[config.mk]
export PLATFORM = sky130hd
export DESIGN_NAME = ltscan_gen
export DESIGN_NICKNAME = d
export VERILOG_FILES = /design/src/rtl/ltscan_pkg.sv /design/src/rtl/ltscan_lfsr.sv /design/src/rtl/ltscan_toggle.sv /design/src/rtl/ltscan_count.sv /design/src/rtl/ltscan_gen.sv
export SDC_FILE = /design/constraint.sdc
export NUM_CORES = 1
export LEC_CHECK = 0
export ABC_AREA = 1
export CAP_MARGIN = 25
export CORE_MARGIN = 2
export CORE_UTILIZATION = 30
export DETAILED_ROUTE_END_ITERATION = 10
export DONT_BUFFER_PORTS = 1
export GPL_TIMING_DRIVEN = 0
export HOLD_SLACK_MARGIN = 0.12
export SYNTH_ARGS = -nofsm -noshare
export SYNTH_HDL_FRONTEND = slang
export SYNTH_SLANG_ARGS = --single-unit
export TNS_END_PERCENT = 1
[constraint.sdc]
create_clock -name clk -period 1.2 [get_ports clk]
set_input_delay 0.12 -clock clk [delete_from_list [all_inputs] [get_ports clk]]
set_output_delay 0.12 -clock clk [all_outputs]
set_load 0.005 [all_outputs]
[src/rtl/ltscan_pkg.sv]
package ltscan_pkg;
  localparam int unsigned   LTS_W_DEF    = 16;
  localparam logic [15:0]   LTS_POLY_DEF = 16'hD008; // stages 15,14,12,3
  localparam logic [15:0]   LTS_SEED_DEF = 16'hACE1;
  localparam int unsigned   LTS_IDX_W    = 8;        // width of one AND-tap index field
endpackage

[src/rtl/ltscan_lfsr.sv]
module ltscan_lfsr #(
  parameter int unsigned W    = 16,
  parameter logic [W-1:0] POLY = '1,
  parameter logic [W-1:0] SEED = 1
) (
  input  logic         clk,
  input  logic         rst_n,
  input  logic         en,
  input  logic         load,
  input  logic [W-1:0] seed_val,
  output logic [W-1:0] state
);
  logic [W-1:0] state_q, state_d;
  logic         fb;

  always_comb begin
    fb = ^(state_q & POLY);
    if (load)
      state_d = (seed_val == '0) ? SEED : seed_val;
    else if (en)
      state_d = {state_q[W-2:0], fb};
    else
      state_d = state_q;
  end

  always_ff @(posedge clk or negedge rst_n) begin
    if (!rst_n) state_q <= SEED;
    else        state_q <= state_d;
  end

  assign state = state_q;

  AST_LFSR_NONZERO: assert property (@(posedge clk) disable iff (!rst_n)
    state_q != '0);
  AST_LFSR_HOLD: assert property (@(posedge clk) disable iff (!rst_n)
    (!en && !load) |=> $stable(state_q));
  AST_LFSR_SHIFT: assert property (@(posedge clk) disable iff (!rst_n)
    (en && !load) |=> state_q[W-1:1] == $past(state_q[W-2:0]));
endmodule

[src/rtl/ltscan_toggle.sv]
module ltscan_toggle #(
  parameter int unsigned W   = 16,
  parameter int unsigned K   = 3,
  parameter int unsigned IW  = 8,
  parameter logic [K*IW-1:0] SEL = '0
) (
  input  logic         clk,
  input  logic         rst_n,
  input  logic         en,
  input  logic         clr,
  input  logic [W-1:0] state,
  output logic         q
);
  logic [K-1:0] picked;
  logic         trig;
  logic         q_q, q_d;

  for (genvar i = 0; i < K; i++) begin : g_tap
    localparam int unsigned IDX = int'(SEL[i*IW +: IW]);
    assign picked[i] = state[IDX];
  end

  assign trig = &picked;

  always_comb begin
    if (clr)
      q_d = 1'b0;
    else if (en && trig)
      q_d = ~q_q;
    else
      q_d = q_q;
  end

  always_ff @(posedge clk or negedge rst_n) begin
    if (!rst_n) q_q <= 1'b0;
    else        q_q <= q_d;
  end

  assign q = q_q;

  AST_TOGGLE_ON_TRIG: assert property (@(posedge clk) disable iff (!rst_n)
    (en && trig && !clr) |=> (q_q != $past(q_q)));
  AST_HOLD_NO_TRIG: assert property (@(posedge clk) disable iff (!rst_n)
    (!(en && trig) && !clr) |=> $stable(q_q));
  AST_CLEAR_ON_LOAD: assert property (@(posedge clk) disable iff (!rst_n)
    clr |=> !q_q);
endmodule

[src/rtl/ltscan_count.sv]
module ltscan_count #(
  parameter int unsigned L = 32
) (
  input  logic clk,
  input  logic rst_n,
  input  logic en,
  input  logic clr,
  output logic last
);
  localparam int unsigned CW = (L > 1) ? $clog2(L) : 1;
  localparam logic [CW-1:0] TOP = CW'(L - 1);

  logic [CW-1:0] cnt_q, cnt_d;

  assign last = (cnt_q == TOP);

  always_comb begin
    if (clr)
      cnt_d = '0;
    else if (en)
      cnt_d = last ? '0 : cnt_q + CW'(1);
    else
      cnt_d = cnt_q;
  end

  always_ff @(posedge clk or negedge rst_n) begin
    if (!rst_n) cnt_q <= '0;
    else        cnt_q <= cnt_d;
  end

  AST_CNT_BOUND: assert property (@(posedge clk) disable iff (!rst_n)
    cnt_q <= TOP);
  AST_CNT_CLEAR: assert property (@(posedge clk) disable iff (!rst_n)
    clr |=> (cnt_q == '0));
  AST_CNT_HOLD: assert property (@(posedge clk) disable iff (!rst_n)
    (!en && !clr) |=> $stable(cnt_q));
endmodule

[src/rtl/ltscan_gen.sv]
module ltscan_gen #(
  parameter int unsigned  W    = ltscan_pkg::LTS_W_DEF,
  parameter logic [W-1:0] POLY = ltscan_pkg::LTS_POLY_DEF,
  parameter logic [W-1:0] SEED = ltscan_pkg::LTS_SEED_DEF,
  parameter int unsigned  K    = 3,
  parameter logic [K*ltscan_pkg::LTS_IDX_W-1:0] SEL = {8'd15, 8'd9, 8'd2},
  parameter int unsigned  L    = 32
) (
  input  logic         clk,
  input  logic         rst_n,
  input  logic         shift_en,
  input  logic         seed_load,
  input  logic [W-1:0] seed_value,
  output logic         scan_in,
  output logic         pattern_done
);
  logic [1:0]   rst_sync_q;
  logic         core_rst_n;
  logic [W-1:0] lfsr_state;
  logic         last_bit;

  always_ff @(posedge clk or negedge rst_n) begin
    if (!rst_n) rst_sync_q <= 2'b00;
    else        rst_sync_q <= {rst_sync_q[0], 1'b1};
  end
  assign core_rst_n = rst_sync_q[1];

  ltscan_lfsr #(.W(W), .POLY(POLY), .SEED(SEED)) u_lfsr (
    .clk      (clk),
    .rst_n    (core_rst_n),
    .en       (shift_en),
    .load     (seed_load),
    .seed_val (seed_value),
    .state    (lfsr_state)
  );

  ltscan_toggle #(.W(W), .K(K), .IW(ltscan_pkg::LTS_IDX_W), .SEL(SEL)) u_toggle (
    .clk   (clk),
    .rst_n (core_rst_n),
    .en    (shift_en),
    .clr   (seed_load),
    .state (lfsr_state),
    .q     (scan_in)
  );

  ltscan_count #(.L(L)) u_count (
    .clk   (clk),
    .rst_n (core_rst_n),
    .en    (shift_en),
    .clr   (seed_load),
    .last  (last_bit)
  );

  assign pattern_done = shift_en & ~seed_load & last_bit;

  AST_DONE_NEEDS_SHIFT: assert property (@(posedge clk) disable iff (!core_rst_n)
    pattern_done |-> (shift_en && !seed_load));
endmodule

==> out/metrics.json, run 1 <==
{
  "postRouteAntennaNets": {"value": 0},
  "f_max": {"value": 719.3, "unit": "MHz"},
  "critical_setup_path_class": {"value": "flop to primary output"},
  "grt.met1_usage": {"value": 16.86, "unit": "%"},
  "x_dimension_of_the_die": {"value": 70.46, "unit": "um"},
  "critPathLaunchType": {"value": "flop"},
  "fraction_of_layout_instances_using_a_drive_strength_above_1": {"value": 19.79, "unit": "%"},
  "period_share": {"value": 115.9, "unit": "%"},
  "cts_tree": {"value": "done"},
  "vias": {"value": 1093},
  "timing.critical_path.slowest_stage_cell": {"value": "sky130_fd_sc_hd__dfrtp_1"},
  "floorplan.initialDensity": {"value": 30.86, "unit": "%"},
  "timing.critical_path.cells": {"value": "ha_2 > nand2_1 > nor2_1 > ha_1 > inv_1 > nor2_2"},
  "timing.clock.skew": {"value": 2.814, "unit": "ps"},
  "timing.critical_path.to_type": {"value": "primary output"},
  "gr-total-overflow": {"value": 0},
  "hpwl": {"value": 2044, "unit": "um"},
  "drt-initial-drc-count": {"value": 37},
  "critical_path_required": {"value": 1080, "unit": "ps"},
  "path_clk_slew": {"value": 80, "unit": "ps"},
  "cts.path.max_buffers": {"value": 2},
  "detail_route.wirelength": {"value": 3008, "unit": "um"},
  "timing.final.hold_violations": {"value": 0},
  "clockRootBuffer": {"value": "sky130_fd_sc_hd__clkbuf_8"},
  "wire_per_inst": {"value": 12.33, "unit": "um"},
  "grt_start_max_net_pins": {"value": 23},
  "insertion_delay": {"value": 260, "unit": "ps"},
  "final_critical_path_setup_slack": {"value": -190.3, "unit": "ps"},
  "setup_viol": {"value": 4},
  "finalWorstPathRequiredPeriod": {"value": 1390, "unit": "ps"},
  "drv.max_cap_violation_count": {"value": 0},
  "grt_pass1_wl": {"value": 5430, "unit": "um"},
  "tritoncts_buffer_count": {"value": 3},
  "post_synth_inst_count": {"value": 166},
  "violated_checks": {"value": "setup timing"},
  "netlist-cell-type-count": {"value": 26},
  "number_of_nets_in_the_layout": {"value": 215},
  "multi_input_comb_area": {"value": 615.6, "unit": "sq um"},
  "drc_errors": {"value": 0},
  "antenna_found_initial": {"value": 0},
  "ios": {"value": 22},
  "report.final.slew_viol_count": {"value": 0},
  "synth.net_count": {"value": 188},
  "clock-sinks": {"value": 24},
  "yosys_warnings": {"value": 0},
  "final_estimated_routing_congestion_in_global_placement": {"value": 0.7642},
  "cp_max_fo": {"value": 2},
  "layout.cells.most_common": {"value": "sky130_fd_sc_hd__nand2_1"},
  "rows": {"value": 24},
  "rsz_0062_raised_after_global_routing": {"value": "yes"},
  "cp_num_buf_inv": {"value": 1},
  "critPathMaxStageDelay": {"value": 370, "unit": "ps"},
  "n_antenna_cell": {"value": 0},
  "vdd_ir_drop_max": {"value": 0.0005340, "unit": "V"},
  "grtUsageMet3": {"value": 2.742, "unit": "%"},
  "mostFrequentLayoutCells": {"value": "sky130_fd_sc_hd__nand2_1 (75), sky130_fd_sc_hd__dlygate4sd3_1 (19), sky130_fd_sc_hd__dfrtp_1 (16)"},
  "syn_avg_cell_area": {"value": 7.982, "unit": "sq um"},
  "netlist_area_before_placement": {"value": 1325, "unit": "sq um"},
  "synthesized_flop_and_latch_total": {"value": 24},
  "die-height": {"value": 70.46, "unit": "um"},
  "power_density": {"value": 1043, "unit": "nW/um^2"},
  "timing.slew.headroom": {"value": 38.05, "unit": "%"},
  "design_power_total": {"value": 1.728, "unit": "mW"},
  "area_of_the_die": {"value": 4965, "unit": "sq um"},
  "critical_path.top_delay_family": {"value": "flip-flops"},
  "floorplan.core_area": {"value": 4294, "unit": "sq um"},
  "num-fill-cells": {"value": 452},
  "seq_area": {"value": 610.6, "unit": "sq um"},
  "gr-usage-all-layers": {"value": 13.78, "unit": "%"},
  "outcome": {"value": "finished, violations left"},
  "grt.busiest_layer": {"value": "met2"},
  "flow.area_growth_from_synthesis": {"value": 25.02, "unit": "%"},
  "dpl_worst_slack": {"value": -59.52, "unit": "ps"},
  "detailedRoute.firstPassIterationCount": {"value": 4},
  "seq_area_frac_synth": {"value": 46.08, "unit": "%"},
  "critPathArrivalTime": {"value": 1270, "unit": "ps"},
  "tightest_slew": {"value": 929.2, "unit": "ps"},
  "port_buffers": {"value": 0},
  "route.detailed.vias_per_inst": {"value": 4.480},
  "global_route.usage.met2": {"value": 24.63, "unit": "%"},
  "grt_pass1_vias": {"value": 1195},
  "cts_htree_levels": {"value": 1},
  "timing.hold.worst.class": {"value": "input pin to flop"},
  "power_leakage": {"value": 0.8141, "unit": "nW"},
  "fin_tns_setup": {"value": -251.9, "unit": "ps"}
}
-- cell type report --
class | instances | area share [%]
plain buffers | 4 | 2.341
clock buffers | 4 | 2.719
inverters | 17 | 4.154
multi-input cells | 121 | 37.16
flip-flops and latches | 24 | 36.86
well taps | 52 | 3.927
repair buffers | 22 | 12.84
-- final timing paths --
path | from | slack (ps) | end | depth (start not counted)
hold reg to reg | rst_sync_q[0] | 350 | rst_sync_q[1] | 0
hold / removal | seed_load | 150 | u_lfsr.state[3] | 3
max in group asynchronous | rst_sync_q[1] | 240 | u_lfsr.state[3] | 0
setup reg to reg | u_count.cnt_q[0] | -20 | u_count.cnt_q[4] | 5
setup / recovery | u_count.cnt_q[0] | -190 | pattern_done | 6
min in group asynchronous | rst_sync_q[1] | 390 | u_count.cnt_q[2] | 0
-- registers in the layout (all words and copies together) (netlist names) --
name and cells:
u_count.cnt_q 5, rst_sync_q 2, u_toggle.q 1, u_lfsr.state 16
-- worst min-delay path, cell delays in order --
cell,delay (ps)
sky130_fd_sc_hd__buf_6,120
sky130_fd_sc_hd__nand2_1,70
sky130_fd_sc_hd__o211ai_2,60
-- metal layers --
| metal | wire, um | vias up | part of all wire [%] |
|---|---|---|---|
| li1 | - | 565 | - |
| met1 | 1428 | 511 | 47 |
| met2 | 1464 | 15 | 49 |
| met3 | 106 | 2 | 3.5 |
| met4 | 10 | 0 | 0.33 |
| met5 | 0 | - | 0 |
-- synth_stat cells (all sizes together) --
cell / number / area share [%]
conb: 1 / 0.28
o211ai: 4 / 3.4
a22o: 2 / 1.3
buf: 4 / 2.9
inv: 17 / 5.2
nand3: 13 / 7.6
o22ai: 1 / 0.94
a21oi: 1 / 0.38
ha: 2 / 1.9
nor2: 14 / 4.5
o21ai: 3 / 1.1
xnor2: 1 / 0.66
dfrtp: 16 / 30
nand4: 1 / 0.47
xor2: 1 / 0.66
nand2: 77 / 23
dfstp: 8 / 16
-- through the flow --
stage | hold slack [ps] | std cells | area, sq um | utilization (%)
final | 145.7 | 244 | 1657 | 38.58
after CTS | 141.2 | 244 | 1653 | 38.49
after detailed placement | -175.6 | 218 | 1393 | 32.43
after global routing | 136.1 | 244 | 1657 | 38.58
after floorplan | -175.6 | 166 | 1328 | -
after global placement | -175.6 | 218 | 1393 | 32.43
-- cells by family (layout without fill, tap and decap cells) --
group	Yosys count	in the layout	synth area share, %
flops	24	24	46.08
fa+ha+maj	2	2	1.888
compound gates	11	11	7.176
xor+xnor	2	2	1.322
buf+inv	21	47	8.120
other cells	1	1	0.2830
simple gates	105	105	35.13
-- power breakdown --
part / internal [mW] / switching [mW]
Clock: 0.237 / 0.246
Sequential: 0.897 / 0.0612
Combinational: 0.138 / 0.149
-- repair_timing --
action | in CTS | in global routing
buffers inserted | 3 | 0
hold endpoints to repair | 21 | 0
hold buffers | 19 | 0
endpoints found under the setup margin | 4 | 4
pin swaps | 2 | 0
gates resized for setup | 1 | 1
(Power assumes the default switching activity.)
==> inputs of run 2 (changes only) <==
--- a/config.mk
+++ b/config.mk
@@ -7,7 +7,7 @@
 export LEC_CHECK = 0
 export ABC_AREA = 1
 export CAP_MARGIN = 25
-export CORE_MARGIN = 2
+export CORE_MARGIN = 5
 export CORE_UTILIZATION = 30
 export DETAILED_ROUTE_END_ITERATION = 10
 export DONT_BUFFER_PORTS = 1
==> run 2 against run 1 <==
Compared with the run above: the run still ends with setup timing left; setup slack got worse by 4.8 ps; critical path depth is the same; global-route usage down 3.3 points; largest power group unchanged.
==> out/metrics.json, run 2 (synthesis gave the netlist of run 1 again) <==
{
  "clock-sinks": {"value": 24},
  "outcome": {"value": "finished, violations left"},
  "violated_checks": {"value": "setup timing"},
  "critical_setup_path_class": {"value": "flop to primary output"},
  "timing.hold.worst.class": {"value": "input pin to flop"},
  "cp_max_fo": {"value": 2},
  "timing.final.hold_violations": {"value": 0},
  "route.detailed.vias_per_inst": {"value": 4.525},
  "area_of_the_die": {"value": 5846, "unit": "sq um"},
  "cts_htree_levels": {"value": 1},
  "power_leakage": {"value": 0.8124, "unit": "nW"},
  "drv.max_cap_violation_count": {"value": 0},
  "f_max": {"value": 716.8, "unit": "MHz"},
  "final_estimated_routing_congestion_in_global_placement": {"value": 0.7644},
  "cts.path.max_buffers": {"value": 2},
  "clockRootBuffer": {"value": "sky130_fd_sc_hd__clkbuf_8"},
  "die-height": {"value": 76.46, "unit": "um"},
  "period_share": {"value": 116.3, "unit": "%"},
  "detailedRoute.firstPassIterationCount": {"value": 4},
  "setup_viol": {"value": 2},
  "n_antenna_cell": {"value": 0},
  "floorplan.core_area": {"value": 4324, "unit": "sq um"},
  "port_buffers": {"value": 0},
  "timing.clock.skew": {"value": 10.22, "unit": "ps"},
  "ios": {"value": 22},
  "antenna_found_initial": {"value": 0},
  "mostFrequentLayoutCells": {"value": "sky130_fd_sc_hd__nand2_1 (75), sky130_fd_sc_hd__dlygate4sd3_1 (19), sky130_fd_sc_hd__dfrtp_1 (16)"},
  "drc_errors": {"value": 0},
  "insertion_delay": {"value": 270, "unit": "ps"},
  "critical_path_required": {"value": 1080, "unit": "ps"},
  "wire_per_inst": {"value": 12.23, "unit": "um"},
  "dpl.cell_count": {"value": 218},
  "gr-usage-all-layers": {"value": 10.51, "unit": "%"},
  "placed_cell_area": {"value": 1393, "unit": "sq um"},
  "postRouteAntennaNets": {"value": 0},
  "report.final.slew_viol_count": {"value": 0},
  "critPathLaunchType": {"value": "flop"},
  "fraction_of_layout_instances_using_a_drive_strength_above_1": {"value": 19.79, "unit": "%"},
  "hpwl": {"value": 2099, "unit": "um"},
  "flow.area_growth_from_synthesis": {"value": 24.74, "unit": "%"},
  "largest_register_ff_count": {"value": 16},
  "timing.critical_path.to_type": {"value": "primary output"},
  "tritoncts_buffer_count": {"value": 3},
  "vdd_ir_drop_max": {"value": 0.0006026, "unit": "V"},
  "finish.instance_area": {"value": 1653, "unit": "sq um"},
  "path_clk_slew": {"value": 90, "unit": "ps"},
  "timing.slew.headroom": {"value": 40.10, "unit": "%"},
  "rows": {"value": 24},
  "number_of_nets_in_the_layout": {"value": 215},
  "fin_cells": {"value": 244},
  "power_density": {"value": 1048, "unit": "nW/um^2"},
  "grt_start_max_net_pins": {"value": 23},
  "drt-initial-drc-count": {"value": 26},
  "gr-total-overflow": {"value": 0},
  "final_critical_path_setup_slack": {"value": -195.1, "unit": "ps"},
  "dpl_worst_slack": {"value": -55.03, "unit": "ps"},
  "fin_worst_hold_slack": {"value": 140.6, "unit": "ps"},
  "critPathArrivalTime": {"value": 1280, "unit": "ps"},
  "grt_pass1_vias": {"value": 1100},
  "finalWorstPathRequiredPeriod": {"value": 1395, "unit": "ps"},
  "cts_tree": {"value": "done"},
  "floorplan.initialDensity": {"value": 30.64, "unit": "%"},
  "layout.cells.most_common": {"value": "sky130_fd_sc_hd__nand2_1"},
  "tightest_slew": {"value": 898.5, "unit": "ps"},
  "rsz_0062_raised_after_global_routing": {"value": "yes"},
  "fin_tns_setup": {"value": -227.4, "unit": "ps"},
  "grt_pass1_wl": {"value": 5112, "unit": "um"},
  "vias": {"value": 1104},
  "detail_route.wirelength": {"value": 2985, "unit": "um"},
  "x_dimension_of_the_die": {"value": 76.46, "unit": "um"}
}
## run 2: final cells by class
cell class / count / area, sq um
Clock buffer: 4 / 45.04
Buffer: 4 / 38.79
Multi-Input combinational cell: 121 / 611.8
Fill cell: 446 / 2671
Tap cell: 52 / 65.06
Timing Repair Buffer: 22 / 212.7
Sequential cell: 24 / 610.6
Inverter: 17 / 68.82
## run 2: where the power goes
group / leakage, nW / internal (mW) / switching [mW] / total (mW)
clock network: 0.0228 / 0.237 / 0.252 / 0.489
logic: 0.502 / 0.138 / 0.148 / 0.285
registers: 0.287 / 0.898 / 0.0600 / 0.958
## run 2: routing by layer
metal / global-route usage (%) / vias up / wire length [um]
met3: 1.537 / 4 / 100
li1: - / 566 / -
met5: 0 / - / 0
met4: 3.322 / 0 / 35
met1: 14.38 / 514 / 1415
met2: 16.95 / 20 / 1434
## run 2: worst paths after layout
kind	start	endpoint	slack, ps	depth (start not counted)
worst max-delay path	u_count.cnt_q[0]	pattern_done	-200	6
worst min-delay path	seed_load	u_lfsr.state[1]	140	3
worst max register to register	u_count.cnt_q[0]	u_count.cnt_q[4]	-30	5
worst min register to register	rst_sync_q[0]	rst_sync_q[1]	360	0
max in group asynchronous	rst_sync_q[1]	u_lfsr.state[3]	270	0
min in group asynchronous	rst_sync_q[1]	u_lfsr.state[2]	370	0
## run 2: critical path, stage by stage, from the launching register on
cell,delay (ps)
sky130_fd_sc_hd__dfrtp_1,360
sky130_fd_sc_hd__ha_2,180
sky130_fd_sc_hd__nand2_1,60
sky130_fd_sc_hd__nor2_1,100
sky130_fd_sc_hd__ha_1,160
sky130_fd_sc_hd__inv_2,40
sky130_fd_sc_hd__nor2_2,100
## run 2: per-stage QoR
step / utilization [%] / power (mW)
floorplan: - / 1.142
global placement: 32.20 / 1.191
detailed placement: 32.20 / 1.196
CTS: 38.22 / 1.748
global route: 38.22 / 1.834
finish: 38.22 / 1.732
## run 2: repair_timing
| action | 4_1_cts | 5_1_grt |
|---|---|---|
| pin swaps | 2 | 1 |
| endpoints found under the setup margin | 4 | 4 |
| gates resized for setup | 1 | 1 |
| endpoints found under the hold margin | 21 | 0 |
| buffers inserted | 3 | 0 |
| hold buffers | 19 | 0 |
==> inputs of run 3 (changes only) <==
--- a/config.mk
+++ b/config.mk
@@ -13,6 +13,7 @@
 export DONT_BUFFER_PORTS = 1
 export GPL_TIMING_DRIVEN = 0
 export HOLD_SLACK_MARGIN = 0.12
+export PLACE_DENSITY = 0.47
 export SYNTH_ARGS = -nofsm -noshare
 export SYNTH_HDL_FRONTEND = slang
 export SYNTH_SLANG_ARGS = --single-unit
==> run 3 against run 2 <==
Compared with the run above: the run still ends with setup timing left; sequential power fell by 1%; global-route usage rose by 1.5 points; register-to-register slack barely moved; first-iteration DRC count rose by 38%; via count rose by 3.8%; critical path type unchanged; largest cell class unchanged.
==> out/metrics.json, run 3 (synthesis gave the netlist of run 1 again) <==
{
  "outcome": {"value": "finished, violations left"},
  "violated_checks": {"value": "setup timing"},
  "power_density": {"value": 1063, "unit": "nW/um^2"},
  "wire_per_inst": {"value": 13.32, "unit": "um"},
  "drv.max_cap_violation_count": {"value": 0},
  "mostFrequentLayoutCells": {"value": "sky130_fd_sc_hd__nand2_1 (75), sky130_fd_sc_hd__dlygate4sd3_1 (19), sky130_fd_sc_hd__dfrtp_1 (16)"},
  "cts.path.max_buffers": {"value": 2},
  "critPathArrivalTime": {"value": 1270, "unit": "ps"},
  "period_share": {"value": 115.7, "unit": "%"},
  "port_buffers": {"value": 0},
  "floorplan.core_area": {"value": 4324, "unit": "sq um"},
  "final_estimated_routing_congestion_in_global_placement": {"value": 0.7308},
  "ios": {"value": 22},
  "timing.clock.skew": {"value": 7.889, "unit": "ps"},
  "holdCritStartpoint": {"value": "seed_load"},
  "setup_viol": {"value": 3},
  "rows": {"value": 24},
  "number_of_nets_in_the_layout": {"value": 217},
  "tritoncts_buffer_count": {"value": 3},
  "drt-initial-drc-count": {"value": 36},
  "critical_setup_path_class": {"value": "flop to primary output"},
  "vias": {"value": 1146},
  "insertion_delay": {"value": 270, "unit": "ps"},
  "worst_hold_path.num_cells": {"value": 3},
  "detailedRoute.firstPassIterationCount": {"value": 4},
  "worst-r2r-cell-count": {"value": 7},
  "report.final.slew_viol_count": {"value": 0},
  "regToRegSetupSlack": {"value": -30, "unit": "ps"},
  "dpl_worst_slack": {"value": -57.74, "unit": "ps"},
  "critical_path_required": {"value": 1080, "unit": "ps"},
  "floorplan.initialDensity": {"value": 30.64, "unit": "%"},
  "grt_start_max_net_pins": {"value": 23},
  "clock-sinks": {"value": 24},
  "hpwl": {"value": 2317, "unit": "um"},
  "cts_htree_levels": {"value": 1},
  "finalWorstPathRequiredPeriod": {"value": 1389, "unit": "ps"},
  "timing.final.hold_violations": {"value": 0},
  "drc_errors": {"value": 0},
  "grt_pass1_vias": {"value": 1226},
  "detail_route.wirelength": {"value": 3276, "unit": "um"},
  "finish.instance_area": {"value": 1713, "unit": "sq um"},
  "n_antenna_cell": {"value": 0},
  "r2r-start": {"value": "u_count.cnt_q[0]"},
  "cp_max_fo": {"value": 2},
  "num-fill-cells": {"value": 462},
  "path_clk_slew": {"value": 90, "unit": "ps"},
  "reg2reg_to": {"value": "u_count.cnt_q[2]"},
  "cts_tree": {"value": "done"},
  "final_critical_path_setup_slack": {"value": -189.0, "unit": "ps"},
  "gr-usage-all-layers": {"value": 12.04, "unit": "%"},
  "placed_cell_area": {"value": 1393, "unit": "sq um"},
  "largest_register_ff_count": {"value": 16},
  "rsz_0062_raised_after_global_routing": {"value": "yes"},
  "fraction_of_layout_instances_using_a_drive_strength_above_1": {"value": 21.13, "unit": "%"},
  "layout.cells.most_common": {"value": "sky130_fd_sc_hd__nand2_1"},
  "clockRootBuffer": {"value": "sky130_fd_sc_hd__clkbuf_8"},
  "route.detailed.vias_per_inst": {"value": 4.659},
  "timing.critical_path.to_type": {"value": "primary output"},
  "flow.area_growth_from_synthesis": {"value": 29.27, "unit": "%"},
  "hold_end": {"value": "u_lfsr.state[3]"},
  "f_max": {"value": 720.0, "unit": "MHz"},
  "timing.hold.worst.class": {"value": "input pin to flop"},
  "x_dimension_of_the_die": {"value": 76.46, "unit": "um"},
  "postRouteAntennaNets": {"value": 0},
  "gr-total-overflow": {"value": 0},
  "antenna_found_initial": {"value": 0},
  "critPathLaunchType": {"value": "flop"},
  "die-height": {"value": 76.46, "unit": "um"},
  "grt_pass1_wl": {"value": 5768, "unit": "um"},
  "area_of_the_die": {"value": 5846, "unit": "sq um"},
  "power_leakage": {"value": 0.8475, "unit": "nW"},
  "vdd_ir_drop_max": {"value": 0.0007063, "unit": "V"}
}
run 3: final cells by class:
cell class	instances	area [sq um]	share of cell area (%)
inverters	17	68.82	4.018
clock buffers	4	55.05	3.214
well taps	52	65.06	3.798
flip-flops and latches	24	610.6	35.65
multi-input cells	121	621.8	36.30
plain buffers	4	38.79	2.264
repair buffers	24	252.7	14.76
run 3: worst max-delay path by stage:
stage	endpoint	cells after the start	slack, ps	startpoint
after CTS	pattern_done	6	-210	u_count.cnt_q[1]
after floorplan	u_count.cnt_q[4]	5	3	u_count.cnt_q[0]
after global routing	pattern_done	6	-290	u_count.cnt_q[1]
after global placement	u_count.cnt_q[4]	5	-40	u_count.cnt_q[0]
final	pattern_done	6	-190	u_count.cnt_q[1]
after detailed placement	u_count.cnt_q[4]	5	-60	u_count.cnt_q[1]
run 3: per-stage QoR:
step                hold WS [ps]  util [%]  instances  setup TNS, ps  power, mW
finish                     137.4     39.61        246         -248.0      1.820
CTS                        137.4     38.45        244         -264.3      1.832
floorplan                 -175.6         -        166              0      1.142
detailed placement        -175.5     32.20        218         -133.8      1.203
global route               142.4     39.61        246         -624.3      1.934
global placement          -175.5     32.20        218         -44.92      1.196
run 3: worst max-delay path, stage by stage (launching register included):
cell                      delay (ps)
sky130_fd_sc_hd__dfrtp_1         380
sky130_fd_sc_hd__ha_2            180
sky130_fd_sc_hd__nand2_1          50
sky130_fd_sc_hd__nor2_1          100
sky130_fd_sc_hd__ha_1            160
sky130_fd_sc_hd__inv_2            50
sky130_fd_sc_hd__nor2_4           80
run 3: layer usage:
metal | share of wire (%) | global-route usage, % | vias up
li1 | - | - | 569
met1 | 46 | 15.89 | 547
met2 | 48 | 19.78 | 28
met3 | 5.6 | 3.428 | 2
met4 | 0.61 | 2.098 | 0
met5 | 0 | 0 | -
run 3: timing repair:
action | CTS | global route
pin swaps | 3 | 1
setup endpoints to repair | 4 | 12
hold buffers | 19 | 1
buffers inserted | 3 | 0
hold endpoints to repair | 21 | 1
resized for setup | 2 | 3
run 3: where the power goes:
group / switching, mW / internal [mW] / leakage (nW)
Sequential: 0.0496 / 0.898 / 0.287
Clock: 0.262 / 0.293 / 0.0288
Combinational: 0.167 / 0.150 / 0.532
Total: 0.479 / 1.34 / 0.847
